File: src/rtl/vcomp_pkg.sv
package vcomp_pkg;

  // walker phase: emitting a source line, its repeat, or inserted gap lines
  typedef enum logic [1:0] {
    PH_SRC = 2'd0,
    PH_REP = 2'd1,
    PH_GAP = 2'd2
  } phase_t;

  // control sequence for one frame
  typedef enum logic [1:0] {
    ST_IDLE    = 2'd0,
    ST_MEASURE = 2'd1,
    ST_CENTER  = 2'd2,
    ST_EMIT    = 2'd3
  } ctl_state_t;

endpackage

File: src/rtl/vcomp_walker.sv
// Steps through the compensated source sequence, one panel line per advance.
module vcomp_walker
  import vcomp_pkg::*;
#(
  parameter int LINE_W = 10,
  parameter int REP_W  = 4,
  parameter int GAP_W  = 4,
  parameter int ROWH_W = 5
) (
  input  logic              clk,
  input  logic              rst_n,
  input  logic              restart,
  input  logic              adv,
  input  logic              stretch_on,
  input  logic [REP_W-1:0]  rep_nm1,
  input  logic              gap_on,
  input  logic [GAP_W-1:0]  gap_lines,
  input  logic [ROWH_W-1:0] row_hm1,
  input  logic [LINE_W-1:0] src_lines,
  output logic [LINE_W-1:0] cur_line,
  output logic              cur_gap,
  output logic              done
);

  phase_t              phase_q;
  logic [LINE_W-1:0]   line_q;
  logic [REP_W-1:0]    grp_q;
  logic [ROWH_W-1:0]   rowpos_q;
  logic [GAP_W-1:0]    gapleft_q;

  logic grp_wrap, row_wrap, rep_hit, gap_hit;

  always_comb begin
    done     = (phase_q == PH_SRC) && (line_q >= src_lines);
    cur_gap  = (phase_q == PH_GAP);
    cur_line = line_q;
    grp_wrap = (grp_q == rep_nm1);
    row_wrap = (rowpos_q == row_hm1);
    rep_hit  = stretch_on && grp_wrap;
    gap_hit  = gap_on && row_wrap;
  end

  always_ff @(posedge clk or negedge rst_n) begin
    if (!rst_n) begin
      phase_q   <= PH_SRC;
      line_q    <= '0;
      grp_q     <= '0;
      rowpos_q  <= '0;
      gapleft_q <= '0;
    end else if (restart) begin
      phase_q   <= PH_SRC;
      line_q    <= '0;
      grp_q     <= '0;
      rowpos_q  <= '0;
      gapleft_q <= '0;
    end else if (adv && !done) begin
      unique case (phase_q)
        PH_SRC: begin
          grp_q    <= grp_wrap ? '0 : grp_q + 1'b1;
          rowpos_q <= row_wrap ? '0 : rowpos_q + 1'b1;
          if (rep_hit) begin
            phase_q <= PH_REP;
          end else if (gap_hit) begin
            phase_q   <= PH_GAP;
            gapleft_q <= gap_lines;
          end else begin
            line_q <= line_q + 1'b1;
          end
        end
        PH_REP: begin
          phase_q <= PH_SRC;
          line_q  <= line_q + 1'b1;
        end
        default: begin
          gapleft_q <= gapleft_q - 1'b1;
          if (gapleft_q == GAP_W'(1)) begin
            phase_q <= PH_SRC;
            line_q  <= line_q + 1'b1;
          end
        end
      endcase
    end
  end

endmodule

File: src/rtl/vcomp_center.sv
// Top border size from the measured image height.
module vcomp_center #(
  parameter int LINE_W = 10
) (
  input  logic              center_en,
  input  logic [LINE_W-1:0] content,
  input  logic [LINE_W-1:0] panel,
  output logic [LINE_W-1:0] top
);

  logic [LINE_W-1:0] spare;

  always_comb begin
    spare = panel - content;
    if (center_en && (content < panel)) top = spare >> 1;
    else                                top = '0;
  end

endmodule

File: src/rtl/vcomp_ctrl.sv
// Frame control: configuration capture, measure pass, border, output stream.
module vcomp_ctrl
  import vcomp_pkg::*;
#(
  parameter int LINE_W = 10,
  parameter int REP_W  = 4,
  parameter int GAP_W  = 4,
  parameter int ROWH_W = 5
) (
  input  logic              clk,
  input  logic              rst_n,
  input  logic              frame_start,
  input  logic [LINE_W-1:0] cfg_src_lines,
  input  logic [LINE_W-1:0] cfg_panel_lines,
  input  logic              cfg_center_en,
  input  logic              cfg_stretch_en,
  input  logic [REP_W-1:0]  cfg_rep_nm1,
  input  logic              cfg_text_mode,
  input  logic              cfg_gap_en,
  input  logic [GAP_W-1:0]  cfg_gap_lines,
  input  logic [ROWH_W-1:0] cfg_row_hm1,
  // walker side
  input  logic [LINE_W-1:0] w_line,
  input  logic              w_gap,
  input  logic              w_done,
  output logic              w_restart,
  output logic              w_adv,
  output logic              stretch_q,
  output logic [REP_W-1:0]  rep_q,
  output logic              gap_on_q,
  output logic [GAP_W-1:0]  gap_lines_q,
  output logic [ROWH_W-1:0] rowh_q,
  output logic [LINE_W-1:0] src_q,
  output logic [LINE_W-1:0] panel_q,
  // border calculator side
  output logic              center_q,
  output logic [LINE_W-1:0] count_q,
  input  logic [LINE_W-1:0] top_in,
  // stream
  output logic              out_valid,
  input  logic              out_ready,
  output logic [LINE_W-1:0] out_row,
  output logic [LINE_W-1:0] out_line,
  output logic              out_blank
);

  ctl_state_t        state_q;
  logic [LINE_W-1:0] top_q;
  logic [LINE_W-1:0] row_q;
  logic              in_image, hs, meas_step, meas_end;

  always_comb begin
    in_image  = (row_q >= top_q) && !w_done;
    out_valid = (state_q == ST_EMIT);
    hs        = out_valid && out_ready;
    out_row   = row_q;
    out_blank = !in_image || w_gap;
    out_line  = out_blank ? '0 : w_line;
    meas_end  = w_done || (count_q == panel_q);
    meas_step = (state_q == ST_MEASURE) && !meas_end;
    w_restart = frame_start || (state_q == ST_CENTER);
    w_adv     = !frame_start && (meas_step || (hs && in_image));
  end

  always_ff @(posedge clk or negedge rst_n) begin
    if (!rst_n) begin
      state_q     <= ST_IDLE;
      center_q    <= 1'b0;
      stretch_q   <= 1'b0;
      rep_q       <= '0;
      gap_on_q    <= 1'b0;
      gap_lines_q <= '0;
      rowh_q      <= '0;
      src_q       <= '0;
      panel_q     <= '0;
      count_q     <= '0;
      top_q       <= '0;
      row_q       <= '0;
    end else if (frame_start) begin
      state_q     <= ST_MEASURE;
      center_q    <= cfg_center_en;
      stretch_q   <= cfg_stretch_en;
      rep_q       <= cfg_rep_nm1;
      gap_on_q    <= cfg_gap_en && cfg_text_mode && !cfg_stretch_en
                     && (cfg_gap_lines != '0);
      gap_lines_q <= cfg_gap_lines;
      rowh_q      <= cfg_row_hm1;
      src_q       <= cfg_src_lines;
      panel_q     <= cfg_panel_lines;
      count_q     <= '0;
      row_q       <= '0;
    end else begin
      unique case (state_q)
        ST_MEASURE: begin
          if (meas_end) state_q <= ST_CENTER;
          else          count_q <= count_q + 1'b1;
        end
        ST_CENTER: begin
          top_q   <= top_in;
          row_q   <= '0;
          state_q <= (panel_q == '0) ? ST_IDLE : ST_EMIT;
        end
        ST_EMIT: begin
          if (hs) begin
            row_q <= row_q + 1'b1;
            if (row_q == panel_q - 1'b1) state_q <= ST_IDLE;
          end
        end
        default: state_q <= ST_IDLE;
      endcase
    end
  end

endmodule

File: src/rtl/vcomp_seq.sv
// Flat panel vertical compensation line sequencer (top).
module vcomp_seq #(
  parameter int LINE_W = 10,
  parameter int REP_W  = 4,
  parameter int GAP_W  = 4,
  parameter int ROWH_W = 5
) (
  input  logic              clk,
  input  logic              rst_n,
  input  logic              frame_start,
  input  logic [LINE_W-1:0] cfg_src_lines,
  input  logic [LINE_W-1:0] cfg_panel_lines,
  input  logic              cfg_center_en,
  input  logic              cfg_stretch_en,
  input  logic [REP_W-1:0]  cfg_rep_nm1,
  input  logic              cfg_text_mode,
  input  logic              cfg_gap_en,
  input  logic [GAP_W-1:0]  cfg_gap_lines,
  input  logic [ROWH_W-1:0] cfg_row_hm1,
  output logic              out_valid,
  input  logic              out_ready,
  output logic [LINE_W-1:0] out_row,
  output logic [LINE_W-1:0] out_line,
  output logic              out_blank
);

  logic [LINE_W-1:0] w_line, cfg_src_q, cfg_panel_q, count_q, top_w;
  logic              w_gap, w_done, w_restart, w_adv;
  logic              stretch_q, gap_on_q, center_q;
  logic [REP_W-1:0]  rep_q;
  logic [GAP_W-1:0]  gap_lines_q;
  logic [ROWH_W-1:0] rowh_q;

  vcomp_ctrl #(
    .LINE_W(LINE_W), .REP_W(REP_W), .GAP_W(GAP_W), .ROWH_W(ROWH_W)
  ) u_ctrl (
    .clk(clk), .rst_n(rst_n), .frame_start(frame_start),
    .cfg_src_lines(cfg_src_lines), .cfg_panel_lines(cfg_panel_lines),
    .cfg_center_en(cfg_center_en), .cfg_stretch_en(cfg_stretch_en),
    .cfg_rep_nm1(cfg_rep_nm1), .cfg_text_mode(cfg_text_mode),
    .cfg_gap_en(cfg_gap_en), .cfg_gap_lines(cfg_gap_lines),
    .cfg_row_hm1(cfg_row_hm1),
    .w_line(w_line), .w_gap(w_gap), .w_done(w_done),
    .w_restart(w_restart), .w_adv(w_adv),
    .stretch_q(stretch_q), .rep_q(rep_q), .gap_on_q(gap_on_q),
    .gap_lines_q(gap_lines_q), .rowh_q(rowh_q),
    .src_q(cfg_src_q), .panel_q(cfg_panel_q),
    .center_q(center_q), .count_q(count_q), .top_in(top_w),
    .out_valid(out_valid), .out_ready(out_ready), .out_row(out_row),
    .out_line(out_line), .out_blank(out_blank)
  );

  vcomp_walker #(
    .LINE_W(LINE_W), .REP_W(REP_W), .GAP_W(GAP_W), .ROWH_W(ROWH_W)
  ) u_walk (
    .clk(clk), .rst_n(rst_n), .restart(w_restart), .adv(w_adv),
    .stretch_on(stretch_q), .rep_nm1(rep_q), .gap_on(gap_on_q),
    .gap_lines(gap_lines_q), .row_hm1(rowh_q), .src_lines(cfg_src_q),
    .cur_line(w_line), .cur_gap(w_gap), .done(w_done)
  );

  vcomp_center #(.LINE_W(LINE_W)) u_center (
    .center_en(center_q), .content(count_q), .panel(cfg_panel_q),
    .top(top_w)
  );

endmodule

File: config.mk
export PLATFORM = sky130hd
export DESIGN_NAME = vcomp_seq
export DESIGN_NICKNAME = d
export VERILOG_FILES = /design/src/rtl/vcomp_pkg.sv /design/src/rtl/vcomp_walker.sv /design/src/rtl/vcomp_center.sv /design/src/rtl/vcomp_ctrl.sv /design/src/rtl/vcomp_seq.sv
export SDC_FILE = /design/constraint.sdc
export NUM_CORES = 1
export LEC_CHECK = 0
export BUFFER_PORTS_ARGS = -buffer_cell sky130_fd_sc_hd__buf_2
export CAP_MARGIN = 20
export CORE_AREA = 5 5 135 137
export CTS_CLUSTER_DIAMETER = 60
export CTS_CLUSTER_SIZE = 14
export DETAILED_ROUTE_END_ITERATION = 10
export DIE_AREA = 0 0 140 142
export HOLD_SLACK_MARGIN = 0.03
export SLEW_MARGIN = 15
export SYNTH_ARGS = -nofsm -noshare
export SYNTH_HDL_FRONTEND = slang
export SYNTH_SLANG_ARGS = --single-unit
File: constraint.sdc
create_clock -name clk -period 5.8 [get_ports clk]
set_clock_uncertainty 0.1 [all_clocks]
set_input_delay 0 -clock clk [delete_from_list [all_inputs] [get_ports clk]]
set_output_delay 0 -clock clk [all_outputs]
set_load 0.01 [all_outputs]
Word level (Yosys, flattened, before mapping)
Index checks and enable logic that the tools add are counted.
{"block": "classes", "n_addsub": 8, "magnitude_cmp": 3, "n_eq_ne": 19, "n_mux": 39, "n_bitwise": 1, "reduce_logical": 38}
{"cell": "10-bit two-way mux", "count": 11}
{"cell": "10-bit one-hot mux with 2 select lines", "count": 2}
{"cell": "4-bit two-way mux", "count": 8}
{"cell": "10-bit by 1-bit adder with 10-bit output (second input constant)", "count": 3}
{"cell": "10-bit == test", "count": 2}
{"cell": "10-bit greater-or-equal comparator", "count": 2}
{"cell": "2-bit two-way mux", "count": 10}
{"cell": "5-bit two-way mux", "count": 4}
{"cell": "1-bit logical AND", "count": 13}
{"cell": "3-bit by 2-bit != test with 1-bit output (second input constant)", "count": 4}
{"cell": "10-bit logical NOT", "count": 1}
{"cell": "10-bit < comparator", "count": 1}
{"cell": "10-bit by 1-bit subtractor with 10-bit output (second input constant)", "count": 1}
{"cell": "10-bit subtractor", "count": 1}
{"cell": "9-bit two-way mux", "count": 1}
{"cell": "4-bit one-hot mux with 2 select lines", "count": 1}
{"cell": "2-bit AND reduction", "count": 4}
{"cell": "4-bit AND reduction", "count": 2}
{"cell": "4-bit nonzero test", "count": 2}
{"cell": "2-bit == test (second input constant)", "count": 3}
{"cell": "3-bit != test (second input constant)", "count": 2}
{"cell": "2-bit one-hot mux with 3 select lines", "count": 1}
{"cell": "3-bit AND reduction", "count": 2}
{"cell": "2-bit nonzero test", "count": 3}
{"cell": "15 further kinds", "count": 24}
{"block": "totals", "reg_bits": 93, "elab_cells": 125}

Logic depth before layout (Yosys ltp)
Gate-level depths: netlist of run 1.
{"block": "depth", "ltp_word": 10, "mapped_depth": 11, "depth_no_buf": 11}

Hierarchy
Synthesis of run 1 repeated with hierarchy kept, for this count alone.
{"block": "hier_totals", "hier_cells": 633, "area_unflattened_um2": 6050.8}
{"mod": "vcomp_ctrl", "n_inst": 1, "cells_per_inst": 347, "area_each_um2": 3738.6, "seq_area_each_um2": 1701.6}
{"mod": "vcomp_walker", "n_inst": 1, "cells_per_inst": 209, "area_each_um2": 1773.0, "seq_area_each_um2": 625.6}
{"mod": "vcomp_center", "n_inst": 1, "cells_per_inst": 77, "area_each_um2": 539.3, "seq_area_each_um2": 0.0}

Worst setup path after synthesis of run 1
No wires, ideal clock.
{"block": "synth_path", "path_kind": "register -> register", "start": "reg u_ctrl.panel_q[4]", "end": "reg u_walk.line_q[9], in the netlist u_walk.cur_line[9]", "setup_ns": 0.078, "arrival_ns": 2.495, "t_required_ns": 5.622, "slack_ns": 3.127, "path_stages_with_launch": 10, "period_less_slack_ns": 2.673, "cell_sequence": "dfrtp_1 -> ha_1 -> nand3_1 -> o31a_1 -> buf_4 -> a21oi_1 -> a21o_1 -> or4b_4 -> or3_1 -> a21oi_1"}
{"block": "synth_via", "elab_chain_len": 9}
{"element": "from (decl)", "line_no": "vcomp_ctrl.sv:34", "source": "output logic [LINE_W-1:0] panel_q,"}
{"element": "from (signal assigned)", "line_no": "vcomp_ctrl.sv:89", "source": "panel_q <= cfg_panel_lines;"}
{"element": "10-bit == test", "line_no": "vcomp_ctrl.sv:59", "source": "meas_end = w_done || (count_q == panel_q);"}
{"element": "1-bit logical OR", "line_no": "vcomp_ctrl.sv:59"}
{"element": "1-bit logical NOT", "line_no": "vcomp_ctrl.sv:60", "source": "meas_step = (state_q == ST_MEASURE) && !meas_end;"}
{"element": "1-bit logical AND", "line_no": "vcomp_ctrl.sv:60"}
{"element": "1-bit logical OR", "line_no": "vcomp_ctrl.sv:62", "source": "w_adv = !frame_start && (meas_step || (hs && in_image));"}
{"element": "1-bit logical AND", "line_no": "vcomp_ctrl.sv:62"}
{"element": "1-bit logical AND", "line_no": "vcomp_walker.sv:56", "source": "end else if (adv && !done) begin"}
{"element": "2-bit nonzero test (no source line)"}
{"element": "4-bit AND reduction (no source line)"}
{"element": "to (signal assigned)", "line_no": "vcomp_walker.sv:67", "source": "line_q <= line_q + 1'b1;"}
{"element": "to (signal assigned)", "line_no": "vcomp_walker.sv:72", "source": "line_q <= line_q + 1'b1;"}
{"element": "to (signal assigned)", "line_no": "vcomp_walker.sv:78", "source": "line_q <= line_q + 1'b1;"}
{"element": "to (decl)", "line_no": "vcomp_walker.sv:26", "source": "logic [LINE_W-1:0] line_q;"}
No other way between the ends.
A chain may end at the register's enable or synchronous reset.

Worst setup path in the final report of run 1
{"block": "layout_path", "start": "reg u_ctrl.panel_q[2]", "end": "reg u_walk.grp_q[3]"}
{"block": "layout_via", "elab_chain_len": 9}
{"element": "10-bit == test", "line_no": "vcomp_ctrl.sv:59"}
{"element": "1-bit logical OR", "line_no": "vcomp_ctrl.sv:59"}
{"element": "1-bit logical NOT", "line_no": "vcomp_ctrl.sv:60"}
{"element": "1-bit logical AND", "line_no": "vcomp_ctrl.sv:60"}
{"element": "1-bit logical OR", "line_no": "vcomp_ctrl.sv:62"}
{"element": "1-bit logical AND", "line_no": "vcomp_ctrl.sv:62"}
{"element": "1-bit logical AND", "line_no": "vcomp_walker.sv:56"}
{"element": "2-bit nonzero test (no source line)"}
{"element": "2-bit AND reduction (no source line)"}
{"element": "to (signal assigned)", "line_no": "vcomp_walker.sv:59", "source": "grp_q <= grp_wrap ? '0 : grp_q + 1'b1;"}
{"element": "to (decl)", "line_no": "vcomp_walker.sv:27", "source": "logic [REP_W-1:0] grp_q;"}
No other way between the ends.

==> flow_summary_export.csv, run 1 <==
group,metric,value,unit
synth,synthXorXnorAreaFrac,6.70,%
place,post-dp-hpwl,10700,um
power,p_sw,0.000804,W
critical_path,cp_max_fo,12,
critical_path,cpMaxStageDelayCell,"a211oi_2",
clocking,cts_buffers,9,
place,place_congestion,0.846,
floorplanning,boundaryPins,63,
synth,async_flop_share,100,%
clocking,path_clk_slew,70,ps
grt,grt_pass1_wl,24200,um
sta,min_period,3210,ps
power,power_frac_clock,29.1,%
clocking,cts_root_buf,"clkbuf_16",
synth,synth-simple-area-share,18.0,%
sta,hold_violations,0,
critical_path,crit_buf_inv,1,
floorplanning,coreArea,0.0169,sq mm
run_status,outcome,"finished, final reports clean",
clocking,clock_sinks,92,
critical_path,required,5950,ps
critical_path,crit_arrival,3360,ps
routing,first_pass_iters,5,
floorplanning,die_h,142,um
synth,post-synth-top-area-cell,"dfrtp_1",
synth,yosysSeqAreaShare,40.1,%
clocking,clkLatencyLatePin,350,ps
power,ir_drop,0.168,mV
critical_path,crit_chain,"ha_1 > nand4_1 > o31a_1 > a211oi_2 > nor4_1 > buf_4 > nor2b_1 > a32o_1",
synth,synthFlopType,"dfrtp_1",
floorplanning,initial_core_util,33.9,%
synth,synth_cell_types,67,
sta,setup_viol,0,
place,postPlaceCellArea,0.00628,sq mm
power,leakage,3.15,nW
critical_path,critPathTopFamily,"compound AO/OA/AOI/OAI gates",
power,p_int,0.00139,W
clocking,hold_buffers,40,
power,power_density,314,mW/mm^2
grt,grt_max_degree,75,
synth,yosysWarnings,0,
synth,ys_top_cells_by_area,"dfrtp_1 (40%), ha_1 (8.7%), mux2_2 (4.9%)",
critical_path,path_class,"flop to flop",
critical_path,slowest_delay,730,ps
power,p_seq_share,36.4,%
sta,worst_pin_slew,1060,ps
floorplanning,rows,48,
routing,viasPerCell,5.18,
clocking,cts_buffer_depth,2,
synth,syn-instance-count,595,
layout,drive_above_1_share,18.0,%
clocking,cts_tree,"done",
power,switching_share,36.7,%
sta,maxSlewHeadroom,29.4,%
clocking,cts_setup_buffers,0,
synth,synthAdderAreaFrac,9.06,%
place,port_buffers,62,
layout,finalNonFillerCells,921,
grt,grt_pass1_vias,4776,
layout,layout_commonest_cell,"dfrtp_1",
synth,synth_seq_cells,92,
place,dp.cells,865,
synth,synth_top_family_by_area,"simple AND/OR/NAND/NOR gates",
routing,drtIter0Drc,394,
synth,avgSynthCellArea,9.66,sq um
routing,drt-total-wl,14400,um
synth,syn_area,0.00575,sq mm
critical_path,endpoint_kind,"flop",
synth,syn-num-nets,677,
power,combPwrFrac,34.5,%
synth,synthDominantCellAreaShare,40.1,%
synth,synth_compound_area_share,16.4,%
routing,vias,4775,
grt,grt_usage,14.9,%
clocking,ctsHtreeMaxLevel,3,
floorplanning,dieArea,0.0199,sq mm
routing,drc_errors,0,
sta,final_max_slew_viol_count,0,
sta,fmax,311,MHz
grt,grt_overflow,0,
run,cap_viol_max_count,0,
grt,antenna_found_initial,0,
routing,wl_per_cell,15.6,um
floorplanning,die_w,140,um
routing,ant_nets,0,
layout,antenna_cells,0,
layout,area_delta_synth_final,21.7,%
layout,final_cell_mix,"dfrtp_1 (92), buf_2 (61), nor2_1 (46), nand2_1 (43), inv_1 (41)",
layout,nNetsFinal,773,
layout,final_area,0.00699,sq mm
sta,fin_tns_setup,0,ps
critical_path,startpoint_type,"flop",
clocking,cts_resized,0,
synth,synth_edf_count,0,
synth,synth.area.mux_share,5.59,%
hold_path,hold_path.class,"primary input to flop",
sta,finalCritPeriodShare,55.4,%
sta,rsz0062_at_grt,"no",
power groups by stage:
| stage | registers [W] | logic, W | clock network, W |
|---|---|---|---|
| 2_1_floorplan | 0.000787 | 0.000542 | 0 |
| 3_3_place_gp | 0.000807 | 0.000725 | 0 |
| 3_5_place_dp | 0.000810 | 0.000744 | 0 |
| 4_1_cts | 0.000798 | 0.000767 | 0.000653 |
| 5_1_grt | 0.000810 | 0.000867 | 0.000682 |
| 6_report | 0.000798 | 0.000756 | 0.000639 |
tightest hold or removal path: cells and delay by family:
family                 cells  cell delay, ps
AO/OA/AOI/OAI              1              70
buffers and inverters      2             430
AND/OR/NAND/NOR            1             130
cells by family after synthesis:
logic type / after synthesis
xor+xnor: 44
buf+inv: 61
mux: 29
simple gates: 198
compound gates: 130
fa+ha+maj: 41
flops: 92
per-stage QoR:
step                      total power, W  worst slack (ps)  hold WS, ps  utilization, %
after CTS                        0.00222              2620          221            41.3
after floorplan                  0.00133              3130         -396               -
final                            0.00219              2590          227            41.3
after global routing             0.00236              2370          271            41.3
after global placement           0.00153              2730         -207            37.1
after detailed placement         0.00155              2630         -206            37.1
cell usage after synthesis, drive strengths merged (2+ instances only):
cell     number
dfrtp        92
nor2         46
nand2        44
inv          41
ha           40
o21ai        37
a21oi        27
xnor2        26
mux2         25
xor2         18
nand3        17
nor3         13
and2         12
clkbuf       12
a21o         10
and3          9
nor4          9
a22o          8
a32o          8
buf           8
nor2b         8
nand4         7
nor3b         7
a211oi        5
a31oi         5
or3           5
mux2i         4
nand2b        4
nor4b         4
o31ai         4
and4          3
nand4b        3
o2bb2ai       3
a211o         2
a21boi        2
a221oi        2
a31o          2
o2111ai       2
o21a          2
o41ai         2
or2           2
or4           2
or4b          2
path summary, 6_finish.rpt:
check | cells past startpoint | endpoint | slack [ps] | from
worst max-delay path | 8 | u_walk.grp_q[3]$_DFFE_PN0P_ | 2590 | u_ctrl.panel_q[2]$_DFFE_PN0P_
worst min-delay path | 4 | u_ctrl.src_q[3]$_DFFE_PN0P_ | 230 | frame_start
worst max register to register | 8 | u_walk.grp_q[3]$_DFFE_PN0P_ | 2590 | u_ctrl.panel_q[2]$_DFFE_PN0P_
worst min register to register | 1 | u_ctrl.top_q[3]$_DFFE_PN0P_ | 410 | u_ctrl.top_q[3]$_DFFE_PN0P_
max in group asynchronous | 3 | u_ctrl.out_row[3]$_DFFE_PN0P_ | 4340 | rst_n
min in group asynchronous | 3 | u_ctrl.count_q[1]$_DFFE_PN0P_ | 280 | rst_n
final cells by class:
class / instances / area [sq um]
clock buffers: 10 / 239
clock inverters: 6 / 76.3
fillers: 1692 / 9940
inverters: 41 / 154
multi-input cells: 442 / 3200
flip-flops and latches: 92 / 2300
well taps: 225 / 282
repair buffers: 105 / 736
metal layers:
layer / vias up / global-route usage, % / wire (um)
met3: 16 / 2.39 / 711
met1: 2305 / 21.3 / 6960
li1: 2336 / - / -
met2: 118 / 23.2 / 6440
met4: 0 / 5.35 / 261
met5: - / 0 / 0
state kept, by name (all words and copies together) (netlist names):
signal              flops
u_ctrl.gap_lines_q      4
u_walk.phase_q          2
u_ctrl.out_row         10
u_ctrl.count_q         10
u_ctrl.center_q         1
u_walk.rowpos_q         5
u_ctrl.state_q          2
u_ctrl.stretch_q        1
u_ctrl.src_q           10
u_ctrl.top_q            9
u_ctrl.gap_on_q         1
u_walk.grp_q            4
u_ctrl.rowh_q           5
u_ctrl.panel_q         10
u_walk.cur_line        10
u_ctrl.rep_q            4
u_walk.gapleft_q        4
Note: power is estimated with default switching activity, not from simulation.
==> inputs of run 2 (changes only) <==
==> constraint.sdc (replaced) <==
create_clock -name clk -period 3.23 [get_ports clk]
set_clock_uncertainty 0.1 [all_clocks]
set_input_delay 0 -clock clk [delete_from_list [all_inputs] [get_ports clk]]
set_output_delay 0 -clock clk [all_outputs]
set_load 0.01 [all_outputs]
==> flow_summary_export.csv, run 2 (same netlist as run 1, synthesis figures left out) <==
group,metric,value,unit
grt,grt_usage,15.6,%
place,postPlaceCellArea,0.00643,sq mm
sta,maxSlewHeadroom,50.4,%
sta,hold_violations,0,
critical_path,cpMaxStageDelayCell,"dfrtp_1",
clocking,cts_buffers,9,
critical_path,slowest_delay,430,ps
sta,setup_viol,0,
floorplanning,coreArea,0.0169,sq mm
grt,antenna_found_initial,0,
sta,finalCritPeriodShare,89.9,%
routing,ant_nets,0,
grt,grt_pass1_wl,25100,um
critical_path,crit_buf_inv,2,
critical_path,path_class,"flop to flop",
run_status,outcome,"finished, final reports clean",
routing,drtIter0Drc,288,
critical_path,critPathTopFamily,"compound AO/OA/AOI/OAI gates",
sta,rsz0062_at_grt,"no",
run,cap_viol_max_count,0,
critical_path,startpoint_type,"flop",
routing,first_pass_iters,7,
critical_path,crit_chain,"inv_1 > ha_1 > inv_1 > fa_1 > a21o_1 > a21oi_1 > o21ai_0 > and2_1 > o21ai_0 > a211oi_2 > a32o_1",
critical_path,required,3370,ps
clocking,ctsHtreeMaxLevel,3,
sta,fin_tns_setup,0,ps
critical_path,cp_max_fo,9,
layout,nNetsFinal,810,
routing,vias,4878,
floorplanning,rows,48,
clocking,cts_root_buf,"clkbuf_16",
floorplanning,die_h,142,um
place,port_buffers,62,
layout,antenna_cells,0,
hold_path,hold_path.class,"primary input to asynchronous set/reset pin",
routing,drc_errors,0,
clocking,path_clk_slew,70,ps
layout,layout_commonest_cell,"dfrtp_1",
layout,final_cell_mix,"dfrtp_1 (92), buf_2 (61), dlygate4sd3_1 (57), nor2_1 (46), nand2_1 (43)",
sta,fmax,344,MHz
clocking,clkLatencyLatePin,360,ps
sta,min_period,2900,ps
layout,drive_above_1_share,19.8,%
floorplanning,boundaryPins,63,
grt,grt_overflow,0,
sta,worst_pin_slew,744,ps
floorplanning,dieArea,0.0199,sq mm
place,post-dp-hpwl,11100,um
clocking,cts_buffer_depth,2,
power,leakage,3.30,nW
critical_path,rr_worst_depth,11,
clocking,clock_sinks,92,
layout,area_delta_synth_final,26.8,%
grt,grt_max_degree,51,
sta,final_max_slew_viol_count,0,
critical_path,worst-path-stages,11,
place,place_congestion,0.878,
routing,viasPerCell,5.09,
clocking,cts_resized,0,
routing,wl_per_cell,15.6,um
critical_path,crit_arrival,3050,ps
critical_path,endpoint_kind,"flop",
power,power_density,543,mW/mm^2
power,ir_drop,0.400,mV
floorplanning,initial_core_util,33.9,%
clocking,cts_tree,"done",
floorplanning,die_w,140,um
grt,grt_pass1_vias,4899,
routing,drt-total-wl,14900,um
layout,final_area,0.00729,sq mm
run 2: changes by cell type in the layout (fill, tap and decap cells not counted):
cell and change:
clkinv_4 +2, buf_4 +20, dlygate4sd3_1 +17, inv_6 -2
clkinvlp_4 +1, bufinv_16 -1
run 2: repair_timing:
item                      4_1_cts  5_1_grt
setup buffers                   0        0
hold buffers                   57        0
hold endpoints to repair       91        0
run 2: final cells by class:
| class | count | area (sq um) |
|---|---|---|
| timing repair buffer | 142 | 1060 |
| tap | 225 | 282 |
| clock buffer | 10 | 239 |
| clock inverter | 6 | 53.8 |
| inverter | 41 | 154 |
| sequential | 92 | 2300 |
| multi-input combinational | 442 | 3200 |
| fill | 1629 | 9650 |
run 2: where the power goes:
part | leakage (nW) | total, W | internal (W) | switching [W]
sequential | 1.20 | 0.00144 | 0.00130 | 0.000140
combinational | 1.96 | 0.00147 | 0.000634 | 0.000834
clock | 0.142 | 0.00106 | 0.000557 | 0.000501
run 2: worst paths after layout:
path / start / end / slack (ps)
max: u_ctrl.panel_q[0]$_DFFE_PN0P_ / u_ctrl.top_q[7]$_DFFE_PN0P_ / 330
min: rst_n / u_ctrl.panel_q[7]$_DFFE_PN0P_ / 120
max reg2reg: u_ctrl.panel_q[0]$_DFFE_PN0P_ / u_ctrl.top_q[7]$_DFFE_PN0P_ / 330
min reg2reg: u_ctrl.top_q[1]$_DFFE_PN0P_ / u_ctrl.top_q[1]$_DFFE_PN0P_ / 410
max in group asynchronous: rst_n / u_ctrl.count_q[1]$_DFFE_PN0P_ / 2150
min in group clk: frame_start / u_ctrl.panel_q[1]$_DFFE_PN0P_ / 170
run 2: layer usage:
| metal | track usage, % | up-vias | share of wire [%] |
|---|---|---|---|
| li1 | - | 2404 | - |
| met1 | 21.3 | 2325 | 47 |
| met2 | 25.3 | 137 | 47 |
| met3 | 3.56 | 12 | 5.0 |
| met4 | 3.67 | 0 | 1.1 |
| met5 | 0 | - | 0 |
run 2: per-stage QoR:
step / worst slack (ps) / total power, W / utilization, % / hold WS (ps) / cells
6_report: 326 / 0.00396 / 43.0 / 121 / 958
5_1_grt: 19.6 / 0.00426 / 43.0 / 206 / 958
4_1_cts: 256 / 0.00401 / 43.0 / 155 / 958
3_5_place_dp: 310 / 0.00287 / 38.0 / -6.11 / 885
3_3_place_gp: 416 / 0.00283 / 38.0 / -15.7 / 885
2_1_floorplan: 557 / 0.00239 / - / -396 / 595
